**src/rtl/seg_blink_pkg.sv**
```systemverilog
// Shared constants and helpers for the blink-enable memory.
// Assumes the nibble layout: bit k of a nibble belongs to common line k.
package seg_blink_pkg;
    localparam int BYTE_W      = 8;
    localparam int MAX_COMMONS = 4;

    // Mode codes carried on mux_mode; codes above MODE_MUX4 mean higher multiplex modes.
    localparam logic [2:0] MODE_STATIC = 3'd0;
    localparam logic [2:0] MODE_MUX2   = 3'd1;
    localparam logic [2:0] MODE_MUX3   = 3'd2;
    localparam logic [2:0] MODE_MUX4   = 3'd3;

    // True when common line com is driven in the given mode and blinking applies there.
    function automatic logic common_in_use(input logic [2:0] mode, input logic [1:0] com);
        return (mode <= MODE_MUX4) && ({1'b0, com} <= mode);
    endfunction
endpackage

```
**src/rtl/seg_blink_decode.sv**
```systemverilog
// Bus write decoder.
// Turns one bus write into per-byte write enables, plus the set pulse for the erase request.
// Assumes: even bytes take the low data lane and odd bytes take the high lane.
// A write to an odd address is accepted only with the high-lane strobe alone.
// CTRL_ADDR is even and lies outside the blink byte range.
module seg_blink_decode #(
    parameter int NUM_BYTES = 20,
    parameter int ADDR_W    = 5,
    parameter int CTRL_ADDR = 20
) (
    input  logic [ADDR_W-1:0]    addr,
    input  logic                 wr,
    input  logic [1:0]           be,
    input  logic [15:0]          wdata,
    output logic [NUM_BYTES-1:0] byte_we,
    output logic [7:0]           lo_data,
    output logic [7:0]           hi_data,
    output logic                 req_set
);
    localparam int PW = ADDR_W - 1;

    logic wr_ok;

    // Qualify the write: an odd address accepts only a lone high-lane strobe.
    assign wr_ok   = wr && (!addr[0] || (be == 2'b10));
    assign lo_data = wdata[7:0];
    assign hi_data = wdata[15:8];

    // Raise the erase request when bit 0 of the control byte is written with 1.
    assign req_set = wr && (addr == ADDR_W'(CTRL_ADDR)) && be[0] && wdata[0];

    for (genvar i = 0; i < NUM_BYTES; i++) begin : g_we
        // Enable this byte when its pair is addressed and its own lane strobe is set.
        assign byte_we[i] = wr_ok && (addr[ADDR_W-1:1] == PW'(i / 2)) && be[i % 2];
    end
endmodule

```
**src/rtl/seg_blink_store.sv**
```systemverilog
// Blink byte storage.
// One register byte per entry, with a synchronous active-low reset and an erase that clears all bytes.
// Assumes the erase has priority over any write in the same cycle.
module seg_blink_store #(
    parameter int NUM_BYTES = 20
) (
    input  logic                   clk,
    input  logic                   rst_n,
    input  logic [NUM_BYTES-1:0]   byte_we,
    input  logic [7:0]             lo_data,
    input  logic [7:0]             hi_data,
    input  logic                   erase_now,
    output logic [NUM_BYTES*8-1:0] mem_bits
);
    for (genvar i = 0; i < NUM_BYTES; i++) begin : g_byte
        logic [7:0] wval;
        if ((i % 2) == 1) begin : g_hi
            assign wval = hi_data;
        end else begin : g_lo
            assign wval = lo_data;
        end

        // Hold one blink byte: cleared by reset or erase, otherwise loaded on its enable.
        always_ff @(posedge clk) begin
            if (!rst_n || erase_now) begin
                mem_bits[i*8 +: 8] <= '0;
            end else if (byte_we[i]) begin
                mem_bits[i*8 +: 8] <= wval;
            end
        end
    end
endmodule

```
**src/rtl/seg_blink_clr.sv**
```systemverilog
// Deferred erase control.
// Keeps the erase request pending until a frame strobe arrives.
// The erase is issued on that strobe and the request then drops by itself.
// Assumes a new request in the completion cycle is kept pending rather than lost.
module seg_blink_clr (
    input  logic clk,
    input  logic rst_n,
    input  logic req_set,
    input  logic frame_tick,
    output logic pending,
    output logic erase_now
);
    // Erase fires only when a request is already pending at the strobe.
    assign erase_now = pending && frame_tick;

    // Track the request: a fresh set wins over completion.
    always_ff @(posedge clk) begin
        if (!rst_n) begin
            pending <= 1'b0;
        end else if (req_set) begin
            pending <= 1'b1;
        end else if (erase_now) begin
            pending <= 1'b0;
        end
    end
endmodule

```
**src/rtl/seg_blink_rdmux.sv**
```systemverilog
// Read data multiplexer.
// Returns the aligned byte pair selected by the pair index.
// Unmapped bytes read 0. The control pair shows the pending erase request in bit 0.
module seg_blink_rdmux #(
    parameter int NUM_BYTES = 20,
    parameter int ADDR_W    = 5,
    parameter int CTRL_ADDR = 20
) (
    input  logic [ADDR_W-2:0]      pair_idx,
    input  logic [NUM_BYTES*8-1:0] mem_bits,
    input  logic                   pending,
    output logic [15:0]            rdata
);
    localparam int PW = ADDR_W - 1;

    // Gather the two bytes of the addressed pair into the read lanes.
    always_comb begin
        rdata = '0;
        for (int i = 0; i < NUM_BYTES; i++) begin
            if (pair_idx == PW'(i / 2)) begin
                if ((i % 2) == 1) begin
                    rdata[15:8] = mem_bits[i*8 +: 8];
                end else begin
                    rdata[7:0] = mem_bits[i*8 +: 8];
                end
            end
        end
        if (pair_idx == PW'(CTRL_ADDR / 2)) begin
            rdata[0] = pending;
        end
    end
endmodule

```
**src/rtl/seg_blink_sel.sv**
```systemverilog
// Segment blink selector.
// Picks the stored bit for the segment position being driven, and gates it by the multiplex mode.
// Assumes the low two bits of the position give the common line.
module seg_blink_sel #(
    parameter int NUM_SEGS = 160,
    parameter int SEG_W    = 8
) (
    input  logic [NUM_SEGS-1:0] mem_bits,
    input  logic [2:0]          mux_mode,
    input  logic [SEG_W-1:0]    seg_sel,
    output logic                blink_en
);
    import seg_blink_pkg::*;

    logic             in_range;
    logic [SEG_W-1:0] safe_idx;

    // Reject positions beyond the stored range and keep the bit index inside the vector.
    assign in_range = ({1'b0, seg_sel} < (SEG_W + 1)'(NUM_SEGS));
    assign safe_idx = in_range ? seg_sel : '0;

    // Drive the stored bit only for positions whose common line is in use.
    assign blink_en = in_range && common_in_use(mux_mode, seg_sel[1:0]) && mem_bits[safe_idx];
endmodule

```
**src/rtl/seg_blink_mem.sv**
```systemverilog
// Blink-enable memory top.
// Byte and word bus access, deferred erase on the frame strobe, and a mode-gated per-segment output.
// Assumes CTRL_ADDR is even and at least NUM_BYTES. The reset is synchronous and active low.
module seg_blink_mem #(
    parameter int NUM_BYTES = 20,
    parameter int ADDR_W    = 5,
    parameter int CTRL_ADDR = 20
) (
    input  logic              clk,
    input  logic              rst_n,
    input  logic [ADDR_W-1:0] bus_addr,
    input  logic              bus_wr,
    input  logic [1:0]        bus_be,
    input  logic [15:0]       bus_wdata,
    output logic [15:0]       bus_rdata,
    input  logic              frame_tick,
    input  logic [2:0]        mux_mode,
    input  logic [7:0]        seg_sel,
    output logic              blink_en
);
    localparam int NUM_SEGS = NUM_BYTES * seg_blink_pkg::BYTE_W;
    localparam int SEG_W    = $clog2(NUM_SEGS);

    logic [NUM_BYTES-1:0]   byte_we;
    logic [7:0]             lo_data;
    logic [7:0]             hi_data;
    logic                   req_set;
    logic                   clr_pending;
    logic                   erase_now;
    logic [NUM_SEGS-1:0]    mem_bits;

    seg_blink_decode #(
        .NUM_BYTES(NUM_BYTES), .ADDR_W(ADDR_W), .CTRL_ADDR(CTRL_ADDR)
    ) u_decode (
        .addr(bus_addr), .wr(bus_wr), .be(bus_be), .wdata(bus_wdata),
        .byte_we(byte_we), .lo_data(lo_data), .hi_data(hi_data), .req_set(req_set)
    );

    seg_blink_clr u_clr (
        .clk(clk), .rst_n(rst_n), .req_set(req_set), .frame_tick(frame_tick),
        .pending(clr_pending), .erase_now(erase_now)
    );

    seg_blink_store #(.NUM_BYTES(NUM_BYTES)) u_store (
        .clk(clk), .rst_n(rst_n), .byte_we(byte_we), .lo_data(lo_data),
        .hi_data(hi_data), .erase_now(erase_now), .mem_bits(mem_bits)
    );

    seg_blink_rdmux #(
        .NUM_BYTES(NUM_BYTES), .ADDR_W(ADDR_W), .CTRL_ADDR(CTRL_ADDR)
    ) u_rdmux (
        .pair_idx(bus_addr[ADDR_W-1:1]), .mem_bits(mem_bits),
        .pending(clr_pending), .rdata(bus_rdata)
    );

    seg_blink_sel #(.NUM_SEGS(NUM_SEGS), .SEG_W(SEG_W)) u_sel (
        .mem_bits(mem_bits), .mux_mode(mux_mode), .seg_sel(seg_sel[SEG_W-1:0]),
        .blink_en(blink_en)
    );
endmodule

```
**config.mk**
```make
export PLATFORM = sky130hd
export DESIGN_NAME = seg_blink_mem
export DESIGN_NICKNAME = d
export VERILOG_FILES = /design/src/rtl/seg_blink_pkg.sv /design/src/rtl/seg_blink_decode.sv /design/src/rtl/seg_blink_store.sv /design/src/rtl/seg_blink_clr.sv /design/src/rtl/seg_blink_rdmux.sv /design/src/rtl/seg_blink_sel.sv /design/src/rtl/seg_blink_mem.sv
export SDC_FILE = /design/constraint.sdc
export NUM_CORES = 1
export LEC_CHECK = 0
export CAP_MARGIN = 30
export CORE_MARGIN = 5
export CORE_UTILIZATION = 40
export CTS_BUF_LIST = sky130_fd_sc_hd__clkbuf_4 sky130_fd_sc_hd__clkbuf_8 sky130_fd_sc_hd__clkbuf_16
export DETAILED_ROUTE_END_ITERATION = 10
export DONT_BUFFER_PORTS = 1
export PLACE_DENSITY = 0.56
export SYNTH_ARGS = -nofsm -noshare
export SYNTH_HDL_FRONTEND = slang
export SYNTH_SLANG_ARGS = --single-unit
```
**constraint.sdc**
```tcl
create_clock -name clk -period 2.5 [get_ports clk]
set_input_delay 0.375 -clock clk [delete_from_list [all_inputs] [get_ports clk]]
set_output_delay 0.375 -clock clk [all_outputs]
set_load 0.02 [all_outputs]
```
==> results by group, run 1 <==
Yosys
  – Mapped Area: about 8600 um^2
  – Seq cells post-synth: approximately 160
  – Async SR Flop Fraction: 0
  – Syn_nets: ~1100
  – Synth warnings: 0
  – Mapped Cells: ~1100
  – Post-synth EDFFs: 0
  – Synth Area per Inst: 8.02 um^2
  – Most used flip-flop cell after synthesis: dfxtp_1
  – Post-synthesis cell type count: 62
  – Sequential area share after synthesis: 0.373

Route
  – Iter 0 DRT Violations: between 900 and 1000
  – Drt first pass iters: 5
  – Drt via density: approximately 6.1
  – WL per Instance: ~23 um
  – Final wirelength: slightly above 30000 um
  – ANT nets after route: 0
  – Vias post-DR: 8172
  – DR DRC count: 0

Clock network
  – Clock Pin Slew Worst Setup and Hold Paths: approximately 0.07 ns
  – H-tree levels: 4
  – CTS sink cnt: around 160
  – CTS max path bufs: 2
  – CTS Hold Bufs: 0
  – Total CTS buffers: 17
  – Root Driver: clkbuf_16
  – Clk_lat worst skew: roughly 0.43 ns
  – CTS tree: yes

Worst setup path
  – Worst setup EP type: output pin
  – Worst Path Required: roughly 2.1 ns
  – R2r startpoint: u_clr.pending$_SDFFE_PN0P_
  – CP Max Fanout: 2
  – Critical path launch point: u_store.mem_bits[79]$_SDFFE_PP0P_
  – Kind of critical path: flop to output pin
  – CP Launch Type: flop
  – WP data arrival: 2.18 ns

Global route
  – GRT Util Overall: 0.252
  – Vias in the first global route: 7794
  – Largest net degree at the start of global routing: between 150 and 200
  – Global-route wire length before repair: about 48000 um
  – Total global routing overflow: 0
  – Initial antenna violation count: 0

STA
  – Final Skew: roughly 0.0098 ns
  – Worst rel slew slack: 0.503
  – Setup TNS Final: -0.0544 ns
  – Tightest Pin Transition: 0.746 ns
  – Fin. Hold Viols: 0
  – Max Freq: 0.391 GHz
  – Period Utilization, post-route: 1.02
  – RSZ-0062 raised after global routing: true
  – Final setup margin: -0.0544 ns
  – Post-route minimum period: around 2.6 ns
  – Final setup vio count: 1
  – Fin. max-slew vios: 0
  – Final hold slack: around 0.064 ns

Cells and area
  – Layout cell share with drive strength beyond 1: 0.175
  – Final Cell Area: about 10000 um^2
  – Area growth syn-to-layout: 15.3%
  – Nets: roughly 1100
  – Fillcell total: 2118
  – Antenna Cells: 0
  – Fin util: 0.471

Pwr
  – PwrDens: slightly below 600 nW/um^2
  – Peak VDD IR: around 0.00050 V
  – Leak: 3.67 nW

Run status
  – Status: finished, violations left
  – Failing checks: setup timing

Floorplanning
  – Top Ports: between 50 and 60
  – Total core area: 21200 um^2
  – Die H: approximately 160 um
  – # rows: 53
  – Die X-Extent: 157 um
  – Initial core utilization: 0.409
  – Die Footprint: 24700 um^2

Min path
  – Hold Startpoint: bus_wdata[5]
  – Hold crit path type: input pin to flop

Placement
  – Post-DP Area: between 9000 and 10000 um^2
  – DP HPWL: 21500 um
  – Pre-CTS setup slack: -0.0741 ns
  – Port Buffers: 0
  – Gpl congestion: roughly 1

Job
  – Total of max-cap violations: 0
-- per-stage QoR --
| step | power, mW | cells |
|---|---|---|
| after floorplan | 3.01 | 1078 |
| final | 5.91 | 1343 |
| after CTS | 5.92 | 1343 |
| after global placement | 3.07 | 1306 |
| after global routing | 6.07 | 1343 |
| after detailed placement | 3.06 | 1306 |
-- cells in the mapped netlist, types with 12 or more instances --
master	count	area (um^2)
a21oi_1	138	691
mux2i_1	78	781
mux2_2	18	203
dfxtp_1	161	3220
a22oi_1	26	195
nor3_1	12	60.1
nor2_1	71	267
a222oi_1	12	120
o21ai_0	23	115
nand2_1	228	856
a22o_1	12	105
clkbuf_1	63	236
buf_2	15	75.1
mux4_2	12	270
nand3_1	69	345
-- cells by family (layout without fill, tap and decap cells) --
| family | Yosys count | count (layout) | synth area share |
|---|---|---|---|
| simple gates | 421 | 421 | 0.212 |
| compound gates | 276 | 276 | 0.203 |
| flops | 161 | 161 | 0.373 |
| mux | 119 | 119 | 0.159 |
| buf+inv | 99 | 89 | 0.0491 |
| fa+ha+maj | 2 | 2 | 0.00289 |
-- power by group --
part | internal, mW | switching, mW
clock network | 1.73 | 1.14
registers | 2.58 | 0.0119
logic | 0.180 | 0.278
total | 4.49 | 1.43
-- layout make-up --
class                           count  area, um^2  area share
Sequential cell                   161        3250       0.326
Timing Repair Buffer               50         470      0.0472
Tap cell                          275         344      0.0345
Multi-Input combinational cell    818        5240       0.525
Clock buffer                       19         453      0.0454
Clock inverter                     12         180      0.0181
Inverter                            8        30.0     0.00301
-- repair_timing --
item / 4_1_cts / 5_1_grt
endpoints found under the setup margin: 2 / 8
gates resized for setup: 48 / 27
buffers inserted: 6 / 0
pin swaps: 16 / 15
-- state kept, by name (all words and copies together) (netlist names) --
| register | cells |
|---|---|
| u_store.mem_bits | 160 |
| u_clr.pending | 1 |
-- worst paths after layout --
path                                                           end  slack (ns)  depth (start not counted)
worst max register to register   u_store.mem_bits[57]$_SDFFE_PP0P_        1.00                          4
worst min register to register  u_store.mem_bits[117]$_SDFFE_PP0P_        0.47                          2
worst max-delay path                                      blink_en       -0.05                          7
worst min-delay path            u_store.mem_bits[117]$_SDFFE_PP0P_        0.06                          2
-- critical path, cell delays in order, from the launching register on --
cell and delay, ns:
dfxtp_2 0.32, mux4_2 0.52, mux2i_4 0.19, o211ai_1 0.12, a21oi_1 0.12, a211o_1 0.17
o311ai_4 0.14, buf_6 0.17
-- layout by cell type, fill, tap and decap left out, drive strengths merged, types with 4 or more instances in the layout --
cell,n
o221ai,11
dfxtp,161
mux4,12
nor2,72
mux2,29
bufinv,4
mux2i,78
nand4,5
and2,6
a211oi,5
clkbuf,19
o31ai,4
a21oi,138
nand2,230
a222oi,12
buf,50
nor2b,6
a22o,12
nand2b,9
nand3,69
nor4b,4
inv,11
o22ai,9
o21ai,27
a22oi,26
nor3,12
-- metal layers --
metal,routed length [um],part of all wire,vias to the layer above,global-route usage
met1,13600,0.44,3914,0.361
met5,0,0,-,0
met2,14200,0.46,380,0.393
met4,542,0.017,0,0.0643
li1,-,-,3837,-
met3,2620,0.084,41,0.0459
No activity file was read; power rests on OpenSTA's default activity.
==> run 2: changes to the inputs <==
--- a/config.mk
+++ b/config.mk
@@ -7,11 +7,12 @@
 export LEC_CHECK = 0
 export CAP_MARGIN = 30
 export CORE_MARGIN = 5
-export CORE_UTILIZATION = 40
+export CORE_UTILIZATION = 45
 export CTS_BUF_LIST = sky130_fd_sc_hd__clkbuf_4 sky130_fd_sc_hd__clkbuf_8 sky130_fd_sc_hd__clkbuf_16
 export DETAILED_ROUTE_END_ITERATION = 10
 export DONT_BUFFER_PORTS = 1
-export PLACE_DENSITY = 0.56
+export PLACE_DENSITY = 0.62
 export SYNTH_ARGS = -nofsm -noshare
 export SYNTH_HDL_FRONTEND = slang
+export SYNTH_HIERARCHICAL = 1
 export SYNTH_SLANG_ARGS = --single-unit
==> results by group, run 2 <==
Floorplanning
  – Initial core utilization: 0.453 (+0.0444)
  – Total core area: 21600 um^2 (+2.2%)
  – Die Footprint: 24800 um^2 (+0.66%)
  – Top Ports: 55 (unchanged)
  – Die H: 158 um (+0.33%)
  – # rows: 54 (+1.9%)
  – Die X-Extent: 158 um (+0.33%)

Clock network
  – CTS max path bufs: 2 (unchanged)
  – CTS sink cnt: 161 (unchanged)
  – Clock Pin Slew Worst Setup and Hold Paths: 0.07 ns (about the same)
  – H-tree levels: 4 (unchanged)
  – CTS Hold Bufs: 0 (unchanged)
  – Root Driver: clkbuf_16
  – CTS tree: yes
  – Clk_lat worst skew: 0.43 ns (about the same)
  – Total CTS buffers: 17 (unchanged)

Yosys
  – Commonest cells in the netlist: 204 x mux2i_1, 190 x nor2_1, 161 x dfxtp_1, 48 x buf_2, 39 x a21oi_1
  – Async SR Flop Fraction: 0 (unchanged)
  – Post-synthesis cell type count: 71 (+15%)
  – Synth warnings: 6 (+6)
  – Most used flip-flop cell after synthesis: dfxtp_1
  – Seq cells post-synth: 161 (unchanged)
  – Cell taking the most area after synthesis: dfxtp_1
  – Count leader, synth: mux2i_1
  – Mapped Area: 9800 um^2 (+13%)
  – Synth area leaders: dfxtp_1 33%, mux2i_1 21%, nor2_1 7.3%
  – Mapped Cells: 1084 (+0.56%)
  – Synth Area per Inst: 9.04 um^2 (+13%)
  – Synth top area share: 0.329 (-0.0438)
  – Post-synth EDFFs: 0 (unchanged)
  – Sequential area share after synthesis: 0.329 (-0.0438)
  – Syn_nets: 1124 (+0.54%)

Worst setup path
  – CP Launch Type: flop
  – CP Max Fanout: 3 (+1)
  – R2R Path End: u_store/mem_bits[90]$_SDFFE_PP0P_
  – Kind of critical path: flop to output pin
  – R2R setup slack: 0.88 ns (-0.12 ns)
  – CP max stage delay: 0.50 ns (-0.02 ns)
  – Worst Reg-to-Reg Cells: 4 (unchanged)
  – Worst setup EP type: output pin
  – CP max-delay cell: mux4_2
  – R2r startpoint: u_clr/pending$_SDFFE_PN0P_
  – Worst Path Required: 2.12 ns (about the same)
  – Worst-path cell chain: mux4_2 -> a2111oi_4 -> o21ai_1 -> a21oi_2 -> a211o_1 -> nand3_4
  – WP data arrival: 2.17 ns (about the same)

STA
  – Worst rel slew slack: 0.466 (-0.0365)
  – Final setup margin: -0.0493 ns (+0.00507 ns)
  – Setup TNS Final: -0.0493 ns (+0.00507 ns)
  – Final Skew: 0.00670 ns (-0.00307 ns)
  – Fin. max-slew vios: 0 (unchanged)
  – Max Freq: 0.392 GHz (+0.20%)
  – Final setup vio count: 1 (unchanged)
  – Post-route minimum period: 2.55 ns (-0.00507 ns)
  – Fin. Hold Viols: 0 (unchanged)
  – Final hold slack: 0.0595 ns (-0.00492 ns)
  – Tightest Pin Transition: 0.800 ns (+0.0548 ns)
  – RSZ-0062 raised after global routing: true
  – Period Utilization, post-route: 1.02 (-0.00203)

Route
  – Drt via density: 6.11 (+0.34%)
  – WL per Instance: 22.7 um (-1.6%)
  – Iter 0 DRT Violations: 909 (-0.98%)
  – Vias post-DR: 8059 (-1.4%)
  – ANT nets after route: 0 (unchanged)
  – Final wirelength: 29900 um (-3.3%)
  – DR DRC count: 0 (unchanged)
  – Drt first pass iters: 5 (unchanged)

Cells and area
  – Nets: 1067 (-2.6%)
  – Max reg flops: 160 (unchanged)
  – Antenna Cells: 0 (unchanged)
  – Commonest non-fill, non-tap cell in the layout: mux2i_1
  – Area growth syn-to-layout: 6.68%
  – Commonest cells after routing, fill and taps aside: 204 x mux2i_1, 190 x nor2_1, 153 x dfxtp_1
  – Layout cell share with drive strength beyond 1: 0.168 (-0.00682)
  – Largest registers: u_store/mem_bits (160), u_clr/pending (1)
  – Top reg by flops: u_store/mem_bits

Run status
  – Failing checks: setup timing
  – Status: finished, violations left

Global route
  – Global-route wire length before repair: 45500 um (-5.1%)
  – Largest net degree at the start of global routing: 77 (-52%)
  – GRT Util Overall: 0.238 (-0.0139)
  – Initial antenna violation count: 0 (unchanged)
  – Vias in the first global route: 7663 (-1.7%)
  – Total global routing overflow: 0 (unchanged)

Pwr
  – Peak VDD IR: 0.000392 V (-21%)
  – Leak: 3.45 nW (-5.7%)
  – PwrDens: 553 nW/um^2 (-6.7%)

Placement
  – Gpl congestion: 0.882 (-11%)
  – DP HPWL: 20100 um (-6.7%)
  – Port Buffers: 0 (unchanged)

Min path
  – Hold Startpoint: rst_n
  – Hold Path Stages: 1 (-1)
  – Hold Path Sink: u_clr/pending$_SDFFE_PN0P_
  – Hold crit path type: input pin to flop

Job
  – Total of max-cap violations: 0 (unchanged)
-- run 2: cell types whose count changed after synthesis, moves of 23 or more --
cell,previous run,this run
buf_4,4,30
clkbuf_1,63,7
mux2i_1,78,204
a21oi_1,138,39
nor2_1,71,190
buf_2,15,48
nand3_1,69,16
buf_6,2,25
nand2_1,228,25
a211oi_1,5,32
-- run 2: where the power goes --
part | internal [mW] | leakage [nW] | switching, mW
clock network | 1.51 | 0.291 | 1.19
registers | 2.58 | 1.30 | 0.0106
logic | 0.210 | 1.86 | 0.282
total | 4.29 | 3.45 | 1.49
-- run 2: layer usage --
layer  wire [um]  global-route usage  vias to the layer above
li1            -                   -                     3779
met5           0                   0                        -
met4        1040              0.0848                        0
met2       13700               0.373                      336
met3        2270              0.0509                       59
met1       12900               0.324                     3885
-- run 2: stage by stage --
stage                     cells  utilization  cell area, um^2  power (mW)  setup slack (ns)
after floorplan            1084            -             9800        3.17             0.204
after global placement     1286        0.452             9780        3.12            0.0148
after global routing       1320        0.483            10500        5.96           -0.0874
after CTS                  1320        0.483            10400        5.80           -0.0289
after detailed placement   1286        0.452             9780        3.12           -0.0365
final                      1320        0.483            10500        5.78           -0.0493
-- run 2: how the worst max path moves through the flow --
stage | startpoint | slack (ns) | endpoint
after floorplan | seg_sel[0] | 0.20 | blink_en
after global placement | seg_sel[1] | 0.01 | blink_en
after detailed placement | seg_sel[1] | -0.04 | blink_en
after CTS | u_store/mem_bits[23]$_SDFFE_PP0P_ | -0.03 | blink_en
after global routing | u_store/mem_bits[23]$_SDFFE_PP0P_ | -0.09 | blink_en
final | u_store/mem_bits[23]$_SDFFE_PP0P_ | -0.05 | blink_en
-- run 2: kinds of logic (layout without fill, tap and decap cells) --
family | Yosys count | after routing | share of synthesized area
compound gates | 211 | 211 | 0.151
fa+ha+maj | 2 | 2 | 0.00255
buf+inv | 140 | 96 | 0.0917
flops | 161 | 161 | 0.329
mux | 242 | 242 | 0.267
simple gates | 328 | 328 | 0.158
-- run 2: area by class of cell --
type / instances / area (um^2)
clock buffers: 17 / 425
clock inverters: 15 / 175
fillers: 2070 / 11200
inverters: 12 / 45.0
multi-input cells: 783 / 5790
flip-flops and latches: 161 / 3230
well taps: 280 / 350
repair buffers: 52 / 428
-- run 2: timing repair --
| action | in CTS | in global routing |
|---|---|---|
| pin swaps | 3 | 0 |
| gates resized for setup | 13 | 5 |
| setup buffers | 2 | 0 |
| endpoints found under the setup margin | 1 | 1 |
-- run 2: critical path, delay by kind of cell, from the launching register on --
| kind | cells | cell delay (ns) |
|---|---|---|
| AO/OA/AOI/OAI | 4 | 0.81 |
| multiplexers | 1 | 0.50 |
| flip-flops | 1 | 0.32 |
| AND/OR/NAND/NOR | 1 | 0.11 |
==> run 3: changes to the inputs <==
--- a/config.mk
+++ b/config.mk
@@ -11,7 +11,8 @@
 export CTS_BUF_LIST = sky130_fd_sc_hd__clkbuf_4 sky130_fd_sc_hd__clkbuf_8 sky130_fd_sc_hd__clkbuf_16
 export DETAILED_ROUTE_END_ITERATION = 10
 export DONT_BUFFER_PORTS = 1
-export PLACE_DENSITY = 0.62
+export GPL_ROUTABILITY_DRIVEN = 0
+export RECOVER_POWER = 50
 export SYNTH_ARGS = -nofsm -noshare
 export SYNTH_HDL_FRONTEND = slang
 export SYNTH_HIERARCHICAL = 1
==> results by group, run 3 (synthesis gave the netlist of run 2 again) <==
Cells and area
  – Area growth syn-to-layout: 6.36%
  – Nets: 1068 (+0.094%)
  – Non-filler cells, final: 1321 (+0.076%)
  – Area occupied by multi-input gates: 5790 um^2 (about the same)
  – Commonest non-fill, non-tap cell in the layout: mux2i_1
  – Largest registers: u_store/mem_bits (160), u_clr/pending (1)
  – Commonest cells after routing, fill and taps aside: 204 x mux2i_1, 195 x nor2_1, 149 x dfxtp_1
  – Max reg flops: 160 (unchanged)
  – Top reg by flops: u_store/mem_bits
  – Fillcell total: 2102 (+1.5%)
  – Antenna Cells: 0 (unchanged)
  – Layout cell share with drive strength beyond 1: 0.171 (+0.00272)
  – Fin util: 0.482 (-0.00145)
  – Flip-flop and latch area: 3240 um^2 (+0.15%)

Route
  – DR DRC count: 0 (unchanged)
  – Final wirelength: 30700 um (+2.7%)
  – Vias post-DR: 8087 (+0.35%)
  – WL per Instance: 23.3 um (+2.6%)
  – Drt via density: 6.12 (+0.27%)
  – Drt first pass iters: 5 (unchanged)
  – Iter 0 DRT Violations: 863 (-5.1%)
  – ANT nets after route: 0 (unchanged)

Min path
  – Hold crit path type: input pin to flop

STA
  – Worst rel slew slack: -0.174 (-0.641)
  – Tightest Pin Transition: 1.76 ns (+0.961 ns)
  – Final setup margin: -0.00440 ns (+0.0449 ns)
  – Post-route minimum period: 2.50 ns (-0.0449 ns)
  – Fin. Hold Viols: 0 (unchanged)
  – Fin. max-slew vios: 161 (+161)
  – Final hold slack: 0.0638 ns (+0.00423 ns)
  – Final Skew: 0.00873 ns (+0.00203 ns)
  – RSZ-0062 raised after global routing: true
  – Final setup vio count: 1 (unchanged)
  – Max Freq: 0.399 GHz (+1.8%)
  – Period Utilization, post-route: 1.00 (-0.0180)

Worst setup path
  – Worst Path Required: 2.12 ns (about the same)
  – Delay-heaviest family, CP: compound AO/OA/AOI/OAI gates
  – Worst-path cell chain: nor2_1 -> a21oi_1 -> o221ai_1 -> mux4_2 -> a211o_1 -> nand3_4
  – CP max stage delay: 0.50 ns (about the same)
  – WP data arrival: 2.13 ns (-0.04 ns)
  – Kind of critical path: flop to output pin
  – Worst setup EP type: output pin
  – Worst Path Buf+Inv: 0 (unchanged)
  – CP max-delay cell: mux4_2
  – CP Max Fanout: 3 (unchanged)
  – CP Launch Type: flop

Global route
  – Largest net degree at the start of global routing: 161 (+110%)
  – GRT Util Overall: 0.246 (+0.00851)
  – Vias in the first global route: 7779 (+1.5%)
  – Total global routing overflow: 0 (unchanged)
  – Global-route wire length before repair: 47000 um (+3.2%)
  – Initial antenna violation count: 0 (unchanged)

Floorplanning
  – Total core area: 21600 um^2 (unchanged)
  – Initial core utilization: 0.453 (unchanged)
  – Die X-Extent: 158 um (unchanged)
  – Top Ports: 55 (unchanged)
  – # rows: 54 (unchanged)
  – Die H: 158 um (unchanged)
  – Die Footprint: 24800 um^2 (unchanged)

Clock network
  – CTS sink cnt: 161 (unchanged)
  – CTS Hold Bufs: 0 (unchanged)
  – Root Driver: clkbuf_16
  – CTS tree: yes
  – Clk_lat worst skew: 0.43 ns (about the same)
  – Clock Pin Slew Worst Setup and Hold Paths: 0.07 ns (about the same)
  – Total CTS buffers: 17 (unchanged)
  – H-tree levels: 4 (unchanged)
  – CTS max path bufs: 2 (unchanged)

Pwr
  – PwrDens: 551 nW/um^2 (-0.32%)
  – Leak: 3.45 nW (-0.26%)
  – Peak VDD IR: 0.000358 V (-8.7%)

Placement
  – DP HPWL: 20500 um (+2.3%)
  – Port Buffers: 0 (unchanged)
  – Placed Cells: 1287 (+0.078%)

Job
  – Total of max-cap violations: 1 (+1)

Run status
  – Failing checks: capacitance limit, slew limit, setup timing
  – Status: finished, violations left
## run 3: changes by cell type in the layout (fill, tap and decap cells not counted), moves of 3 or more
cell / delta
nor2_2: -5
inv_8: -3
dfxtp_2: +4
buf_12: -3
nor2_1: +5
dfxtp_1: -4
buf_4: +4
## run 3: area by class of cell
cell class	instances	share of cell area
Sequential cell	161	0.311
Clock buffer	19	0.0429
Multi-Input combinational cell	783	0.556
Inverter	12	0.00432
Tap cell	280	0.0336
Clock inverter	13	0.0143
Timing Repair Buffer	53	0.0382
## run 3: final timing paths
check / start / to / slack, ns / cells past startpoint
worst max register to register: u_clr/pending$_SDFFE_PN0P_ / u_store/mem_bits[47]$_SDFFE_PP0P_ / 0.23 / 4
worst min-delay path: rst_n / u_clr/pending$_SDFFE_PN0P_ / 0.06 / 1
worst max-delay path: u_store/mem_bits[157]$_SDFFE_PP0P_ / blink_en / -0.004 / 6
worst min register to register: u_store/mem_bits[21]$_SDFFE_PP0P_ / u_store/mem_bits[21]$_SDFFE_PP0P_ / 0.52 / 2
## run 3: stage by stage
step	setup WS, ns	setup TNS, ns	total power, mW	cell area [um^2]
global route	-0.0453	-0.0453	5.93	10400
floorplan	0.204	0	3.17	9800
CTS	-0.0138	-0.0138	5.77	10400
detailed placement	0.0679	0	3.12	9760
global placement	0.0747	0	3.12	9760
finish	-0.00440	-0.00440	5.74	10400
## run 3: per-layer routing
layer,global-route usage,vias up,part of all wire
li1,-,3796,-
met2,0.379,295,0.45
met4,0.100,0,0.037
met5,0,-,0
met3,0.0594,61,0.079
met1,0.332,3935,0.43
## run 3: timing repair
action	CTS	global route
buffers inserted	2	0
setup endpoints to repair	1	1
pin swaps	4	1
resized for setup	12	14
## run 3: worst reg2reg max path, stage by stage, from the launching register on
cell      delay [ns]
dfxtp_1         0.36
and2_2          0.14
nand2b_1        0.09
buf_4           1.24
nor2_1          0.26
## run 3: power by group
group | switching, mW | total (mW) | internal, mW
combinational | 0.281 | 0.486 | 0.205
clock | 1.15 | 2.67 | 1.52
sequential | 0.0109 | 2.59 | 2.58
total | 1.44 | 5.74 | 4.31
